<file path="src/rtl/gpr_pkg.sv">
// Package: shared defaults and types for the general-purpose register file.
// Assumes: consumers take widths from module parameters; these are defaults only.
package gpr_pkg;
    localparam int unsigned GPR_DATA_W = 32;
    localparam int unsigned GPR_ADDR_W = 5;

    // Which source updates a given register at the coming edge.
    typedef enum logic [1:0] {
        SRC_NONE = 2'd0,
        SRC_PORT = 2'd1,
        SRC_LINK = 2'd2
    } wr_src_t;
endpackage

</file>
<file path="src/rtl/gpr_write_sel.sv">
// Module: gpr_write_sel
// Turns the normal write port and the link input into one write enable and
// one data word per register. Register 0 never gets an enable. At the link
// register the link input takes priority over the normal port.
// Assumes: inputs are stable around the rising clock edge; purely combinational.
module gpr_write_sel #(
    parameter int unsigned DATA_W   = gpr_pkg::GPR_DATA_W,
    parameter int unsigned ADDR_W   = gpr_pkg::GPR_ADDR_W,
    parameter int unsigned NREGS    = 1 << ADDR_W,
    parameter int unsigned LINK_IDX = NREGS - 1
) (
    input  logic                          wr_en,
    input  logic [ADDR_W-1:0]             wr_addr,
    input  logic [DATA_W-1:0]             wr_data,
    input  logic                          link_en,
    input  logic [DATA_W-1:0]             link_data,
    output logic [NREGS-1:0]              we_vec,
    output logic [NREGS-1:0][DATA_W-1:0]  wd_vec
);
    import gpr_pkg::*;

    for (genvar i = 0; i < NREGS; i++) begin : g_reg
        if (i == 0) begin : g_zero
            // Register 0: never written.
            assign we_vec[i] = 1'b0;
            assign wd_vec[i] = '0;
        end else if (i == LINK_IDX) begin : g_link
            wr_src_t src;
            // Pick the winning source for the link register: link first.
            always_comb begin
                if (link_en)
                    src = SRC_LINK;
                else if (wr_en && (wr_addr == ADDR_W'(i)))
                    src = SRC_PORT;
                else
                    src = SRC_NONE;
            end
            assign we_vec[i] = (src != SRC_NONE);
            assign wd_vec[i] = (src == SRC_LINK) ? link_data : wr_data;
        end else begin : g_plain
            // Ordinary register: only the normal port writes it.
            assign we_vec[i] = wr_en && (wr_addr == ADDR_W'(i));
            assign wd_vec[i] = wr_data;
        end
    end
endmodule

</file>
<file path="src/rtl/gpr_storage.sv">
// Module: gpr_storage
// Holds registers 1 to NREGS-1 as flops; slot 0 is a constant zero.
// Assumes: at most one source per register was already chosen upstream;
// reset is synchronous, active low, and overrides any write.
module gpr_storage #(
    parameter int unsigned DATA_W = gpr_pkg::GPR_DATA_W,
    parameter int unsigned NREGS  = 32
) (
    input  logic                          clk,
    input  logic                          rst_n,
    input  logic [NREGS-1:1]              we,
    input  logic [NREGS-1:1][DATA_W-1:0]  wd,
    output logic [NREGS-1:0][DATA_W-1:0]  q
);
    assign q[0] = '0;

    for (genvar i = 1; i < NREGS; i++) begin : g_cell
        // One register: clear on reset, else load when enabled.
        always_ff @(posedge clk) begin
            if (!rst_n)
                q[i] <= '0;
            else if (we[i])
                q[i] <= wd[i];
        end
    end
endmodule

</file>
<file path="src/rtl/gpr_read_mux.sv">
// Module: gpr_read_mux
// One combinational read port. With BYPASS set, a register being written
// this cycle returns the incoming data; otherwise it returns stored contents.
// Assumes: q[0] and we[0] are zero, so register 0 reads zero either way.
module gpr_read_mux #(
    parameter int unsigned DATA_W = gpr_pkg::GPR_DATA_W,
    parameter int unsigned ADDR_W = gpr_pkg::GPR_ADDR_W,
    parameter int unsigned NREGS  = 1 << ADDR_W,
    parameter bit          BYPASS = 1'b0
) (
    input  logic [ADDR_W-1:0]             rd_addr,
    input  logic [NREGS-1:0][DATA_W-1:0]  q,
    input  logic [NREGS-1:0]              we,
    input  logic [NREGS-1:0][DATA_W-1:0]  wd,
    output logic [DATA_W-1:0]             rd_data
);
    // Select the stored word, or the incoming one when bypass is enabled.
    always_comb begin
        if (BYPASS && we[rd_addr])
            rd_data = wd[rd_addr];
        else
            rd_data = q[rd_addr];
    end
endmodule

</file>
<file path="src/rtl/gpr_file.sv">
// Module: gpr_file (top)
// Register file with two combinational read ports, one clocked write port,
// a link write into the top register, and register 0 fixed at zero.
// Assumes: single clock domain; synchronous active-low reset.
module gpr_file #(
    parameter int unsigned DATA_W = gpr_pkg::GPR_DATA_W,
    parameter int unsigned ADDR_W = gpr_pkg::GPR_ADDR_W,
    parameter bit          BYPASS = 1'b0
) (
    input  logic              clk,
    input  logic              rst_n,
    input  logic [ADDR_W-1:0] rd_addr_a,
    output logic [DATA_W-1:0] rd_data_a,
    input  logic [ADDR_W-1:0] rd_addr_b,
    output logic [DATA_W-1:0] rd_data_b,
    input  logic              wr_en,
    input  logic [ADDR_W-1:0] wr_addr,
    input  logic [DATA_W-1:0] wr_data,
    input  logic              link_en,
    input  logic [DATA_W-1:0] link_data
);
    localparam int unsigned NREGS    = 1 << ADDR_W;
    localparam int unsigned LINK_IDX = NREGS - 1;
    localparam int unsigned NUM_RD   = 2;

    logic [NREGS-1:0]              we_vec;
    logic [NREGS-1:0][DATA_W-1:0]  wd_vec;
    logic [NREGS-1:0][DATA_W-1:0]  q_vec;
    logic [NUM_RD-1:0][ADDR_W-1:0] rd_addr_vec;
    logic [NUM_RD-1:0][DATA_W-1:0] rd_data_vec;

    assign rd_addr_vec[0] = rd_addr_a;
    assign rd_addr_vec[1] = rd_addr_b;
    assign rd_data_a      = rd_data_vec[0];
    assign rd_data_b      = rd_data_vec[1];

    gpr_write_sel #(
        .DATA_W(DATA_W), .ADDR_W(ADDR_W), .NREGS(NREGS), .LINK_IDX(LINK_IDX)
    ) u_wsel (
        .wr_en(wr_en), .wr_addr(wr_addr), .wr_data(wr_data),
        .link_en(link_en), .link_data(link_data),
        .we_vec(we_vec), .wd_vec(wd_vec)
    );

    gpr_storage #(
        .DATA_W(DATA_W), .NREGS(NREGS)
    ) u_store (
        .clk(clk), .rst_n(rst_n),
        .we(we_vec[NREGS-1:1]), .wd(wd_vec[NREGS-1:1]),
        .q(q_vec)
    );

    for (genvar p = 0; p < NUM_RD; p++) begin : g_rd
        gpr_read_mux #(
            .DATA_W(DATA_W), .ADDR_W(ADDR_W), .NREGS(NREGS), .BYPASS(BYPASS)
        ) u_rmux (
            .rd_addr(rd_addr_vec[p]), .q(q_vec), .we(we_vec), .wd(wd_vec),
            .rd_data(rd_data_vec[p])
        );
    end
endmodule

</file>
<file path="config.mk">
export PLATFORM = sky130hd
export DESIGN_NAME = gpr_file
export DESIGN_NICKNAME = d
export VERILOG_FILES = /design/src/rtl/gpr_pkg.sv /design/src/rtl/gpr_write_sel.sv /design/src/rtl/gpr_storage.sv /design/src/rtl/gpr_read_mux.sv /design/src/rtl/gpr_file.sv
export SDC_FILE = /design/constraint.sdc
export NUM_CORES = 2
export LEC_CHECK = 0
export ABC_AREA = 1
export BUFFER_PORTS_ARGS = -buffer_cell sky130_fd_sc_hd__buf_2
export CAP_MARGIN = 10
export CORE_ASPECT_RATIO = 1.75
export CORE_MARGIN = 2
export CORE_UTILIZATION = 25
export CTS_CLUSTER_DIAMETER = 60
export CTS_CLUSTER_SIZE = 40
export DETAILED_ROUTE_END_ITERATION = 6
export PLACE_DENSITY_LB_ADDON = 0.2
export SETUP_SLACK_MARGIN = 0.15
export SYNTH_ARGS = -nofsm -noshare
export SYNTH_HDL_FRONTEND = slang
export SYNTH_HIERARCHICAL = 1
export SYNTH_SLANG_ARGS = --single-unit
</file>
<file path="constraint.sdc">
create_clock -name clk -period 1.2 [get_ports clk]
set_input_delay 0.18 -clock clk [delete_from_list [all_inputs] [get_ports clk]]
set_output_delay 0.18 -clock clk [all_outputs]
set_load 0.02 [all_outputs]
</file>
==> impl_metrics.env <==
export IMPL_hold_class="in2reg"
export IMPL_via_per_inst=4.50
export IMPL_total_power_mw=83.3
export IMPL_vdd_drop_max_uv=1010
export IMPL_vias=68800
export IMPL_arrival_ps=2090
export IMPL_fmax_ghz=0.441
export IMPL_place_congestion=0.838
export IMPL_ant_nets=0
export IMPL_cts_root_buf="clkbuf_16"
export IMPL_core_um2=280000
export IMPL_antenna_found_initial=11
export IMPL_wl_per_cell_um=20.0
export IMPL_drive_gt1_share_pct=21.5
export IMPL_crit_required_ps=1020
export IMPL_initial_core_util_pct=25.1
export IMPL_numCtsBuffers=91
export IMPL_maxSlewViolCount=0
export IMPL_grt_max_degree=53
export IMPL_status="finished, violations left"
export IMPL_reg_top3="u_store/q x992"
export IMPL_finalNonFillerCells=15300
export IMPL_grt_first_pass_wirelength_um=447000
export IMPL_final_util_pct=29.0
export IMPL_path_max_fanout=3
export IMPL_yosysWarnings=6
export IMPL_layout_min_cycle_time_ps=2270
export IMPL_io_pins=147
export IMPL_end_kind="primary output"
export IMPL_track_usage_pct=20.9
export IMPL_violations="negative setup slack"
export IMPL_largest_reg_flops=992
export IMPL_area_growth_pct=15.4
export IMPL_io_buffer_count=146
export IMPL_drtIter0Drc=4514
export IMPL_setup_slack_ps=-1070
export IMPL_leakagePower_nw=37.2
export IMPL_regMostFlops="u_store/q"
export IMPL_die_area_um2=285000
export IMPL_finClkSkew_ps=0
export IMPL_startpoint_type="flip-flop"
export IMPL_first_global_vias=65800
export IMPL_gr_total_overflow=0
export IMPL_power_density_nw_per_um2=1030
export IMPL_die_h_um=705
export IMPL_fin_crit_sh_pct=189
export IMPL_cts_sink_count=992
export IMPL_place_ws_ps=-961
export IMPL_dp_cells=15100
export IMPL_clkLatencyLatePin_ps=750
export IMPL_finalNetCount=11700
export IMPL_hold_slack_ps=19.8
export IMPL_syn_inst=12300
export IMPL_die_width_um=405
export IMPL_cts_tree="built"
export IMPL_wirelength_um=307000
export IMPL_worstSetupPathType="reg2out"
export IMPL_firstDrtPassIters=7
export IMPL_rows=257
export IMPL_drc=0
export IMPL_rsz0062_at_grt="yes"
export IMPL_synth_area_um2=70300
export IMPL_maxCapViolCount=0
export IMPL_clk_pin_slew_ps=100
export IMPL_htreeDepth=3
export IMPL_cts_buffer_depth=3
export IMPL_finalSetupViolations=64
export IMPL_hpwlAfterDp_um=213000
export IMPL_synth_area_per_cell_um2=5.71
export IMPL_hold_violations=0
## critical path: stages (launching register included)
cell and delay, ps:
dfxtp_4 390, nand2_1 60, nand3_1 120, nand3_1 90
nand2_1 70, nand2_1 40, nand2_1 60, nand2_1 120
nand2_4 190, buf_8 160
## worst paths after layout
path | startpoint | endpoint | slack, ps | cells past startpoint
max | u_store/q[1005]$_SDFFE_PN0P_ | rd_data_b[13] | -1070 | 9
min reg2reg | u_store/q[923]$_SDFFE_PN0P_ | u_store/q[923]$_SDFFE_PN0P_ | 480 | 2
max reg2reg | u_store/q[976]$_SDFFE_PN0P_ | u_store/q[976]$_SDFFE_PN0P_ | 410 | 4
min | link_data[16] | u_store/q[1008]$_SDFFE_PN0P_ | 20 | 7
## cells in the final DEF (no fill, tap or decap), types with 46 or more instances in the layout
cell type	n
buf_2	70
buf_12	321
clkbuf_16	94
nand3_1	1264
nand2_1	4566
nand2_2	330
dfxtp_1	266
buf_4	417
nand2_4	84
buf_6	60
inv_1	998
nor2_1	1985
nand3_2	271
dfxtp_2	680
dlygate4sd3_1	52
dfxtp_4	46
## layer usage
metal | vias to the layer above | part of all wire, % | global-route usage, %
li1 | 34500 | - | -
met3 | 498 | 3.5 | 1.63
met5 | - | 0.0042 | 0
met1 | 32300 | 41 | 24.7
met2 | 1559 | 51 | 38.9
met4 | 2 | 3.8 | 7.47
## where the power goes
part	switching (mW)	internal [mW]	total [mW]
clock	17.1	16.2	33.3
sequential	0.464	33.4	33.8
combinational	10.3	5.92	16.2
total	27.8	55.5	83.3
## final cells by class
cell class | count | area [um^2]
Multi-Input combinational cell | 8570 | 37200
Fill cell | 31600 | 199000
Timing Repair inverter | 1 | 11.3
Tap cell | 3626 | 4540
Clock inverter | 67 | 822
Sequential cell | 992 | 20900
Antenna cell | 4 | 10.0
Clock buffer | 101 | 2400
Inverter | 1011 | 3890
Timing Repair Buffer | 933 | 11300
## stage by stage
stage | area, um^2 | setup TNS, ps
3_5_place_dp | 72900 | -380870
6_report | 81100 | -56350
4_1_cts | 78600 | -60990
2_1_floorplan | 71300 | -7640
3_3_place_gp | 72900 | -394240
5_1_grt | 81100 | -62230
## timing repair
action / 4_1_cts / 5_1_grt
hold buffers: 53 / 0
setup endpoints to repair: 64 / 74
hold endpoints to repair: 757 / 0
pin swaps: 330 / 419
gates resized for setup: 838 / 782
gates cloned: 0 / 2
buffers inserted: 4 / 20
Note: power is estimated with default switching activity, not from simulation.
